==> src/rtl/otp_trim_pkg.sv <==
package otp_trim_pkg;

    localparam int PIN_CSN  = 0;
    localparam int PIN_SCLK = 1;
    localparam int PIN_PDIO = 2;
    localparam int PIN_CNT  = 3;

    typedef enum logic [1:0] {
        ACC_IDLE,
        ACC_ARMED,
        ACC_OPEN
    } acc_e;

    typedef enum logic [2:0] {
        OP_NONE,
        OP_LOAD,
        OP_WRITE,
        OP_READ,
        OP_PROG,
        OP_ANA,
        OP_DONE
    } op_e;

    function automatic op_e decode_op(input logic clk_lvl, input logic dat_lvl);
        case ({clk_lvl, dat_lvl})
            2'b00:   return OP_LOAD;
            2'b01:   return OP_WRITE;
            2'b10:   return OP_READ;
            default: return OP_PROG;
        endcase
    endfunction

endpackage

==> src/rtl/otp_pin_edges.sv <==
module otp_pin_edges #(
    parameter int SYNC_STAGES = 2
) (
    input  logic clk_i,
    input  logic rst_ni,
    input  logic csn_i,
    input  logic sclk_i,
    input  logic pdio_i,
    output logic csn_lvl_o,
    output logic sclk_lvl_o,
    output logic pdio_lvl_o,
    output logic csn_rise_o,
    output logic csn_fall_o,
    output logic sclk_rise_o,
    output logic sclk_fall_o
);
    import otp_trim_pkg::*;

    localparam logic [PIN_CNT-1:0] PIN_IDLE = PIN_CNT'(1) << PIN_CSN;

    logic [SYNC_STAGES:0][PIN_CNT-1:0] pipe_q;
    logic [PIN_CNT-1:0] pins;
    logic [PIN_CNT-1:0] cur;
    logic [PIN_CNT-1:0] prv;

    always_comb begin
        pins           = '0;
        pins[PIN_CSN]  = csn_i;
        pins[PIN_SCLK] = sclk_i;
        pins[PIN_PDIO] = pdio_i;
    end

    always_ff @(posedge clk_i or negedge rst_ni) begin
        if (!rst_ni) pipe_q <= {(SYNC_STAGES+1){PIN_IDLE}};
        else         pipe_q <= {pipe_q[SYNC_STAGES-1:0], pins};
    end

    assign cur = pipe_q[SYNC_STAGES-1];
    assign prv = pipe_q[SYNC_STAGES];

    assign csn_lvl_o   = cur[PIN_CSN];
    assign sclk_lvl_o  = cur[PIN_SCLK];
    assign pdio_lvl_o  = cur[PIN_PDIO];
    assign csn_rise_o  =  cur[PIN_CSN]  & ~prv[PIN_CSN];
    assign csn_fall_o  = ~cur[PIN_CSN]  &  prv[PIN_CSN];
    assign sclk_rise_o =  cur[PIN_SCLK] & ~prv[PIN_SCLK];
    assign sclk_fall_o = ~cur[PIN_SCLK] &  prv[PIN_SCLK];

endmodule

==> src/rtl/otp_fuse_bank.sv <==
module otp_fuse_bank #(
    parameter int          WIDTH     = 54,
    parameter logic [WIDTH-1:0] FUSE_INIT = '0,
    localparam int         IW        = $clog2(WIDTH)
) (
    input  logic             clk_i,
    input  logic             rst_ni,
    input  logic             burn_i,
    input  logic [IW-1:0]    idx_i,
    input  logic             val_i,
    output logic [WIDTH-1:0] fuse_o
);

    for (genvar i = 0; i < WIDTH; i++) begin : g_cell
        always_ff @(posedge clk_i or negedge rst_ni) begin
            if (!rst_ni) begin
                fuse_o[i] <= FUSE_INIT[i];
            end else if (burn_i && val_i && (idx_i == IW'(i))) begin
                fuse_o[i] <= 1'b1;
            end
        end
    end

endmodule

==> src/rtl/otp_trim_slave.sv <==
module otp_trim_slave #(
    parameter int               WIDTH       = 54,
    parameter int               SYNC_STAGES = 2,
    parameter logic [WIDTH-1:0] FUSE_INIT   = '0,
    localparam int              IW          = $clog2(WIDTH),
    localparam int              CW          = $clog2(WIDTH + 1)
) (
    input  logic             clk_i,
    input  logic             rst_ni,
    input  logic             csn_i,
    input  logic             sclk_i,
    input  logic             pdio_i,
    output logic             pdio_o,
    output logic             pdio_oe_o,
    output logic             otp_mode_o,
    output logic [WIDTH-1:0] trim_o,
    output logic             burn_o,
    output logic             ana_sel_o,
    output logic [IW-1:0]    ana_idx_o
);
    import otp_trim_pkg::*;

    localparam logic [CW-1:0] CNT_FULL  = CW'(WIDTH);
    localparam logic [IW-1:0] IDX_LAST  = IW'(WIDTH - 1);
    localparam logic [2:0]    PRE_FALLS = 3'd4;

    typedef struct packed {
        acc_e             acc;
        op_e              op;
        logic             boot;
        logic             ext;
        logic [2:0]       pre;
        logic [CW-1:0]    cnt;
        logic             oe;
        logic [IW-1:0]    ptr;
        logic             ana_on;
        logic [IW-1:0]    aidx;
        logic             burn;
        logic             ana_sel;
        logic [WIDTH-1:0] shadow;
        logic [WIDTH-1:0] sreg;
    } ctl_t;

    ctl_t q, d;

    logic csn_lvl, sclk_lvl, pdio_lvl;
    logic csn_rise, csn_fall, sclk_rise, sclk_fall;
    logic [WIDTH-1:0] fuse_bits;
    logic             burn_fire;
    logic [IW-1:0]    cidx;
    logic             cnt_ok;

    otp_pin_edges #(.SYNC_STAGES(SYNC_STAGES)) u_edges (
        .clk_i       (clk_i),
        .rst_ni      (rst_ni),
        .csn_i       (csn_i),
        .sclk_i      (sclk_i),
        .pdio_i      (pdio_i),
        .csn_lvl_o   (csn_lvl),
        .sclk_lvl_o  (sclk_lvl),
        .pdio_lvl_o  (pdio_lvl),
        .csn_rise_o  (csn_rise),
        .csn_fall_o  (csn_fall),
        .sclk_rise_o (sclk_rise),
        .sclk_fall_o (sclk_fall)
    );

    otp_fuse_bank #(.WIDTH(WIDTH), .FUSE_INIT(FUSE_INIT)) u_fuses (
        .clk_i  (clk_i),
        .rst_ni (rst_ni),
        .burn_i (burn_fire),
        .idx_i  (cidx),
        .val_i  (q.shadow[cidx]),
        .fuse_o (fuse_bits)
    );

    assign cidx   = IW'(q.cnt);
    assign cnt_ok = (q.cnt < CNT_FULL);

    always_comb begin
        d         = q;
        burn_fire = 1'b0;
        if (q.boot) begin
            d.shadow = fuse_bits;
            d.boot   = 1'b0;
        end
        unique case (q.acc)
            ACC_IDLE: begin
                if (csn_rise && !sclk_lvl && pdio_lvl) d.acc = ACC_ARMED;
            end
            ACC_ARMED: begin
                if (csn_rise) begin
                    d.acc = ACC_IDLE;
                end else if (sclk_rise && !csn_lvl) begin
                    d.acc = ACC_OPEN;
                    d.op  = OP_NONE;
                    d.ext = 1'b0;
                end
            end
            ACC_OPEN: begin
                if (csn_rise) begin
                    d.op     = decode_op(sclk_lvl, pdio_lvl);
                    d.cnt    = '0;
                    d.pre    = '0;
                    d.ext    = 1'b0;
                    d.oe     = 1'b0;
                    d.ana_on = 1'b0;
                end else if (csn_fall) begin
                    d.op = OP_NONE;
                    d.oe = 1'b0;
                end else if (!csn_lvl) begin
                    if (sclk_rise) begin
                        if (q.ext) begin
                            d.acc = ACC_IDLE;
                            d.ext = 1'b0;
                        end else begin
                            d.ext = 1'b1;
                        end
                    end
                end else begin
                    case (q.op)
                        OP_LOAD: if (sclk_rise && cnt_ok) begin
                            d.shadow[cidx] = fuse_bits[cidx];
                            d.cnt          = q.cnt + 1'b1;
                        end
                        OP_WRITE: if (sclk_rise) begin
                            if (cnt_ok) begin
                                d.sreg = {q.sreg[WIDTH-2:0], pdio_lvl};
                                d.cnt  = q.cnt + 1'b1;
                            end else begin
                                d.shadow = q.sreg;
                                d.op     = OP_DONE;
                            end
                        end
                        OP_READ: if (sclk_rise) begin
                            if (q.cnt == '0) begin
                                d.cnt = q.cnt + 1'b1;
                            end else if (!q.oe) begin
                                d.oe  = 1'b1;
                                d.ptr = IDX_LAST;
                            end else begin
                                d.ptr = (q.ptr == '0) ? IDX_LAST : q.ptr - 1'b1;
                            end
                        end
                        OP_PROG: if (sclk_fall) begin
                            if (q.pre != PRE_FALLS) begin
                                d.pre = q.pre + 3'd1;
                                if (q.pre == PRE_FALLS - 3'd1 && !pdio_lvl) d.op = OP_ANA;
                            end else if (cnt_ok) begin
                                burn_fire = 1'b1;
                                d.cnt     = q.cnt + 1'b1;
                            end
                        end
                        OP_ANA: if (sclk_rise) begin
                            if (!q.ana_on) begin
                                d.ana_on = 1'b1;
                                d.aidx   = '0;
                            end else if (q.aidx != IDX_LAST) begin
                                d.aidx = q.aidx + 1'b1;
                            end
                        end
                        default: ;
                    endcase
                end
            end
            default: d.acc = ACC_IDLE;
        endcase
        d.burn    = (q.acc == ACC_OPEN) && (q.op == OP_PROG) && (q.pre == PRE_FALLS)
                    && csn_lvl && sclk_lvl && cnt_ok && q.shadow[cidx];
        d.ana_sel = (q.acc == ACC_OPEN) && (q.op == OP_ANA) && q.ana_on
                    && csn_lvl && sclk_lvl;
    end

    always_ff @(posedge clk_i or negedge rst_ni) begin
        if (!rst_ni) begin
            q      <= '0;
            q.boot <= 1'b1;
        end else begin
            q <= d;
        end
    end

    assign pdio_o     = q.oe ? q.shadow[q.ptr] : 1'b0;
    assign pdio_oe_o  = q.oe;
    assign otp_mode_o = (q.acc == ACC_OPEN);
    assign trim_o     = q.shadow;
    assign burn_o     = q.burn;
    assign ana_sel_o  = q.ana_sel;
    assign ana_idx_o  = q.aidx;

endmodule

==> config.mk <==
export PLATFORM = sky130hd
export DESIGN_NAME = otp_trim_slave
export DESIGN_NICKNAME = d
export VERILOG_FILES = /design/src/rtl/otp_trim_pkg.sv /design/src/rtl/otp_pin_edges.sv /design/src/rtl/otp_fuse_bank.sv /design/src/rtl/otp_trim_slave.sv
export SDC_FILE = /design/constraint.sdc
export NUM_CORES = 1
export LEC_CHECK = 0
export BUFFER_PORTS_ARGS = -buffer_cell sky130_fd_sc_hd__buf_2
export CAP_MARGIN = 10
export CORE_MARGIN = 2
export CORE_UTILIZATION = 50
export DETAILED_ROUTE_END_ITERATION = 10
export PLACE_DENSITY = 0.68
export SLEW_MARGIN = 20
export SYNTH_ARGS = -nofsm -noshare
export SYNTH_HDL_FRONTEND = slang
export SYNTH_SLANG_ARGS = --single-unit
==> constraint.sdc <==
create_clock -name clk_i -period 5.63 [get_ports clk_i]
set_clock_uncertainty 0.15 [all_clocks]
set_input_delay 1.126 -clock clk_i [delete_from_list [all_inputs] [get_ports clk_i]]
set_output_delay 1.126 -clock clk_i [all_outputs]
set_load 0.01 [all_outputs]
==> summary.md, run 1 <==
| Metric | Value |
|---|---|
| Result of the run | `finished, final reports clean` |
| Initial Util | `50.6%` |
| Largest net degree at the start of global routing | `117` |
| Type of origin of the critical path | `register` |
| Die ar. | `0.0266 mm^2` |
| CTS Buf Count | `24` |
| CTS Buffer Depth | `3` |
| Setup ws final | `1.34 ns` |
| Final hold vios | `0` |
| Max Clk Rate | `233 MHz` |
| Chip width | `163 um` |
| Setup TNS | `0 ns` |
| Post-DP HPWL | `28100 um` |
| Worst skew pair latency | `0.54 ns` |
| Leak pwr | `6.40 nW` |
| Core area | `0.0250 mm^2` |
| Met2 Usage GRT | `47.4%` |
| Tightest Hold Check Type | `register to register` |
| Number of port buffers | `69` |
| Max-Cap Viols | `0` |
| Number of flops mapped to enable cells by yosys | `0` |
| TritonCTS clock tree | `yes` |
| Post-synth cell types | `93` |
| Initial drt markers | `1525` |
| Worst-margin pin slew | `1.21 ns` |
| Routed Antenna Nets | `0` |
| Yosys warning total | `0` |
| Detailed Route WL | `40800 um` |
| Layout cells sized above 1 | `24.8%` |
| GRT met1 Usage | `42.9%` |
| Routed wire per std cell | `26.7 um` |
| Seq/Total Area, Yosys | `40.0%` |
| Slew headroom | `18.4%` |
| First-pass GRT wire length | `62800 um` |
| Syn Inst Count | `1230` |
| Synthesized area | `0.0127 mm^2` |
| Vias per inst | `7.02` |
| Arr. time, crit path | `3.01 ns` |
| Worst IR Drop VDD | `242 uV` |
| CTS H-tree depth | `1` |
| Post-CTS Setup Inserts | `0` |
| Most used DFF post-synth | `dfrtp_1` |
| Clock sink count | `202` |
| Min cycle time layout | `4.29 ns` |
| CP max FO | `18` |
| Die Span Y | `163 um` |
| Vias in the first global route | `10.4k` |
| #FFs+latches synth | `202` |
| Setup crit end kind | `output pin` |
| WS Path Type | `register to output pin` |
| GPL Wtd Cong | `0.960` |
| Site Rows | `58` |
| Post-cts sizing count | `0` |
| Ports | `70` |
| Synth Area per Inst | `10.3 um^2` |
| Initial antenna violation count | `0` |
| Worst path required time | `4.35 ns` |
| Pre-CTS setup slack | `1.87 ns` |
| # DRC | `0` |
| Root Buffer | `clkbuf_16` |
| CTS clk-pin slew, worst paths | `0.06 ns` |
| GRT overflow | `0` |
| Fin nets | `1209` |
| Routed via count | `10.7k` |
| Hold WS | `0.197 ns` |
| Area Overhead vs Synth | `6.71%` |
| Syn_nets | `1257` |
| GR met3 Demand/Resource | `6.83%` |
| DRT Pass-1 Iters | `6` |
| RSZ-0062 raised after global routing | `no` |
| Fin crit share | `76.2%` |
| Gr usage total | `30.8%` |
| Busiest grt layer | `met2` |
| Inserted Diodes | `0` |
| Slew Viols, Final | `0` |
| # setup viols final | `0` |
| Post-CTS Hold Buffers | `0` |
| Pwr dens | `303 mW/mm^2` |
| Post-synth ARST share | `100%` |
==> sequential cells by signal, summed over array words and instances (netlist names) <==
name            cells
pdio_oe_o           1
cidx                6
u_edges.prv         2
trim_o             54
u_edges.pipe_q      3
u_fuses.fuse_o     54
ana_idx_o           6
burn_o              1
q                  71
ana_sel_o           1
u_edges.cur         3
==> cell usage after synthesis, types with 29 or more instances <==
master,instances,area [um^2]
nor2_1,61,229
o221ai_1,38,333
a21oi_1,35,175
clkbuf_1,49,184
nand2_1,66,248
mux2i_1,56,561
o21ai_0,80,400
mux2_2,99,1110
buf_4,65,488
dfrtp_1,198,4950
inv_1,32,120
buf_2,29,145
==> per-layer routing <==
layer	vias up	part of all wire [%]
met2	697	44
li1	4551	-
met1	5360	40
met5	-	0
met3	138	11
met4	0	4.2
==> worst max-delay path, cell delays in order, from the launching register on <==
cell and delay, ns:
dfrtp_1 0.96, mux4_2 0.60, mux2_2 0.27, a22oi_1 0.17, and4b_1 0.21, a211oi_1 0.08
buf_2 0.17
==> cells in the final DEF, fill, tap and decap left out, types with 12 or more instances in the layout <==
cell and n:
dfrtp_1 196, inv_1 32, clkbuf_16 24, mux2i_1 56
ha_1 22, and3_1 15, nand2b_1 14, a22oi_1 13
nand3_1 20, o21ai_0 80, nor3_1 26, buf_4 15
mux4_2 16, mux2_2 99, o221ai_1 38, nor2_1 60
buf_2 68, a21oi_1 35, nor2b_1 12, o211ai_1 14
nand2_1 66, a31oi_1 12, a31o_2 20, a41o_1 28
a221o_1 13
==> worst paths after layout <==
check                                             from                              to  slack, ns  depth (start not counted)
hold reg to reg            u_edges.pipe_q[1]$_DFF_PN0_        u_edges.cur[1]$_DFF_PN0_       0.20                          0
setup reg to reg                   cidx[0]$_DFFE_PN0P_  u_fuses.fuse_o[43]$_DFFE_PN0P_       2.08                          6
min in group asynchronous                       rst_ni        ana_idx_o[4]$_DFFE_PN0P_       0.59                          1
max in group asynchronous                       rst_ni               q[39]$_DFFE_PN0P_       3.72                          2
setup / recovery                    q[117]$_DFFE_PN0P_                          pdio_o       1.34                          6
hold / removal             u_edges.pipe_q[1]$_DFF_PN0_        u_edges.cur[1]$_DFF_PN0_       0.20                          0
==> report_power, final <==
group / internal (W) / switching (W) / leakage, nW
logic: 0.000243 / 0.000553 / 3.18
registers: 0.00149 / 0.0000618 / 2.79
clock network: 0.00109 / 0.000663 / 0.437
==> kinds of logic (layout without fill, tap and decap cells) <==
family	after synthesis	count (layout)	synth area share, %
buffers and inverters	192	162	8.42
AOI/OAI and AO/OA	349	349	20.8
xor gates and xnor gates	1	1	0.0692
DFF	202	202	40.0
and+or+nand+nor	286	286	11.9
other	1	1	0.0296
adders and majority gates	22	22	2.17
muxes	177	177	16.6
==> area by class of cell <==
type,count,area [um^2]
fill,2234,11500
sequential,202,5060
timing repair buffer,85,487
multi-input combinational,836,6540
clock inverter,15,240
tap,330,413
inverter,33,124
clock buffer,29,639
==> metrics by stage <==
stage / area (um^2) / power, W / util, % / std cells
final: 13500 / 0.00410 / 54.0 / 1530
after global placement: 12600 / 0.00233 / 50.4 / 1486
after detailed placement: 12600 / 0.00234 / 50.4 / 1486
after floorplan: 12700 / 0.00213 / - / 1230
after CTS: 13500 / 0.00408 / 53.9 / 1530
after global routing: 13500 / 0.00421 / 54.0 / 1530
(Power assumes the default switching activity.)
==> run 2, diff against run 1 <==
==> constraint.sdc (replaced) <==
create_clock -name clk_i -period 4 [get_ports clk_i]
set_clock_uncertainty 0.15 [all_clocks]
set_input_delay 0.8 -clock clk_i [delete_from_list [all_inputs] [get_ports clk_i]]
set_output_delay 0.8 -clock clk_i [all_outputs]
set_load 0.01 [all_outputs]
==> run 2 against run 1 <==
  * Power up 34%
  * Clock-buffer cell count up 5
  * Sequential share of layout area down 0.24 points
  * Sequential cell count unchanged
  * First-iteration DRC count down 16%
  * Die area unchanged
  * Non-clock buffer count up 25
  * Global-route usage about the same
  * Worst hold slack worse by 0.00064 ns
  * Via count down 0.62%
  * Sequential power up 43%
  * Routed wire length up 0.28%
  * Critical path type unchanged
==> summary.md, run 2 (synthesis gave the netlist of run 1 again) <==
| Metric | Value |
|---|---|
| Result of the run | `finished, final reports clean` |
| Clock sink count | `202 (unchanged)` |
| Chip width | `163 um (unchanged)` |
| Initial drt markers | `1282 (-16%)` |
| Fin crit share | `95.6%` |
| Leak pwr | `6.46 nW (+0.98%)` |
| Final hold vios | `0 (unchanged)` |
| Post-CTS Setup Inserts | `0 (unchanged)` |
| Routed Antenna Nets | `0 (unchanged)` |
| Routed via count | `10.7k (-0.62%)` |
| Area Overhead vs Synth | `7.43%` |
| CTS H-tree depth | `1 (unchanged)` |
| Die ar. | `0.0266 mm^2 (unchanged)` |
| Layout cells sized above 1 | `25.9% (+1.2 points)` |
| Slew headroom | `32.5% (+14 points)` |
| Worst path required time | `3.05 ns (-1.30 ns)` |
| Post-CTS Hold Buffers | `0 (unchanged)` |
| Detailed Route WL | `40900 um (+0.28%)` |
| GRT overflow | `0 (unchanged)` |
| Site Rows | `58 (unchanged)` |
| Tightest Hold Check Type | `register to register` |
| Setup crit end kind | `output pin` |
| CTS Buf Count | `24 (unchanged)` |
| Layout Cells excl Fill | `1552 (+1.4%)` |
| Max-Cap Viols | `0 (unchanged)` |
| Pwr dens | `403 mW/mm^2 (+33%)` |
| Sequential power share | `40.4% (+2.6 points)` |
| Vias per inst | `6.88 (-2.0%)` |
| First-pass GRT wire length | `62800 um (about the same)` |
| Ports | `70 (unchanged)` |
| Arr. time, crit path | `2.87 ns (-0.14 ns)` |
| RSZ-0062 raised after global routing | `no` |
| Root Buffer | `clkbuf_16` |
| Inserted Diodes | `0 (unchanged)` |
| Core area | `0.0250 mm^2 (unchanged)` |
| Worst-margin pin slew | `1.01 ns (-0.200 ns)` |
| CTS Buffer Depth | `3 (unchanged)` |
| # setup viols final | `0 (unchanged)` |
| Initial antenna violation count | `0 (unchanged)` |
| Placed Cells | `1511 (+1.7%)` |
| Initial Util | `50.6% (unchanged)` |
| CP max FO | `15 (-3)` |
| Reg2reg path depth | `8 (+2)` |
| Design area | `0.0136 mm^2 (+0.68%)` |
| Max Clk Rate | `262 MHz` |
| Setup TNS | `0 ns (unchanged)` |
| DRT Pass-1 Iters | `6 (unchanged)` |
| Top reg by flops | `q` |
| Fin nets | `1234 (+2.1%)` |
| Commonest non-fill, non-tap cell in the layout | `dfrtp_1` |
| Net Sw Frac | `32.8% (+1.6 points)` |
| Vias in the first global route | `10.3k (-1.2%)` |
| Cell count of the worst hold path | `0 (unchanged)` |
| Die Span Y | `163 um (unchanged)` |
| Max reg flops | `71 (unchanged)` |
| WS Path Type | `register to output pin` |
| Hold WS | `0.197 ns (-0.000643 ns)` |
| Gr usage total | `30.8% (about the same)` |
| Commonest cells after routing, fill and taps aside | `dfrtp_1 (195), mux2_2 (99), o21ai_0 (80), buf_2 (68), nand2_1 (66)` |
| Fillers | `2239 (+0.22%)` |
| Worst skew pair latency | `0.55 ns (about the same)` |
| Routed wire per std cell | `26.4 um (-1.1%)` |
| Number of port buffers | `69 (unchanged)` |
| CTS clk-pin slew, worst paths | `0.05 ns (about the same)` |
| Min cycle time layout | `3.82 ns` |
| Psw | `0.00180 W (+41%)` |
| Type of origin of the critical path | `register` |
| Cell internal pwr | `0.00368 W (+31%)` |
| Largest net degree at the start of global routing | `91 (-22%)` |
| Clock Power Share | `38.4% (-4.3 points)` |
| Dpl cell area | `0.0129 mm^2 (+1.8%)` |
| Slew Viols, Final | `0 (unchanged)` |
| GPL Wtd Cong | `0.972 (+1.2%)` |
| Power share of the combinational group | `21.2% (+1.8 points)` |
| TritonCTS clock tree | `yes` |
| Worst IR Drop VDD | `317 uV (+31%)` |
| # DRC | `0 (unchanged)` |
| Post-DP HPWL | `28200 um (+0.22%)` |
-- run 2: worst paths after layout --
kind                                        startpoint  slack [ns]                        endpoint
min reg2reg                u_edges.pipe_q[2]$_DFF_PN0_        0.20        u_edges.cur[2]$_DFF_PN0_
min in group asynchronous                       rst_ni        0.21        ana_idx_o[3]$_DFFE_PN0P_
max in group asynchronous                       rst_ni        2.64            trim_o[31]$_DFF_PN0_
max                                 q[118]$_DFFE_PN0P_        0.18                          pdio_o
max reg2reg                   u_edges.cur[0]$_DFF_PN1_        0.51  u_fuses.fuse_o[26]$_DFFE_PN0P_
min                        u_edges.pipe_q[2]$_DFF_PN0_        0.20        u_edges.cur[2]$_DFF_PN0_
-- run 2: power by group through the flow --
stage	clock (W)	combinational [W]	sequential, W
finish	0.00210	0.00116	0.00221
CTS	0.00213	0.00112	0.00221
detailed placement	0	0.00112	0.00225
floorplan	0	0.000834	0.00216
global route	0.00221	0.00122	0.00222
global placement	0	0.00111	0.00224
-- run 2: layout make-up --
type / instances / area, um^2 / area share (%)
clock buffer: 34 / 688 / 5.06
tap: 330 / 413 / 3.04
timing repair buffer: 110 / 712 / 5.24
inverter: 33 / 124 / 0.911
clock inverter: 7 / 58.8 / 0.432
sequential: 202 / 5060 / 37.2
multi-input combinational: 836 / 6540 / 48.1
-- run 2: through the flow --
| step | util [%] | worst slack (ns) | total power [W] |
|---|---|---|---|
| after global routing | 54.3 | 0.110 | 0.00566 |
| after global placement | 51.3 | 0.596 | 0.00335 |
| after detailed placement | 51.3 | 0.546 | 0.00336 |
| final | 54.3 | 0.177 | 0.00547 |
| after CTS | 54.3 | 0.0867 | 0.00546 |
| after floorplan | - | 1.05 | 0.00299 |
-- run 2: routing by layer --
layer  track usage, %  part of all wire (%)
met5                0                     0
met4             12.3                   4.4
met3             4.95                    11
met2             46.8                    44
met1             44.0                    41
-- run 2: worst max-delay path, stage by stage (launching register included) --
cell and delay, ns:
dfrtp_1 0.95, mux4_2 0.48, mux2_2 0.30, a22oi_1 0.17, and4b_1 0.21, a211oi_1 0.07, buf_2 0.16
-- run 2: timing repair --
action,4_1_cts,5_1_grt
resized for setup,0,1
endpoints found under the hold margin,0,0
setup endpoints to repair,0,1
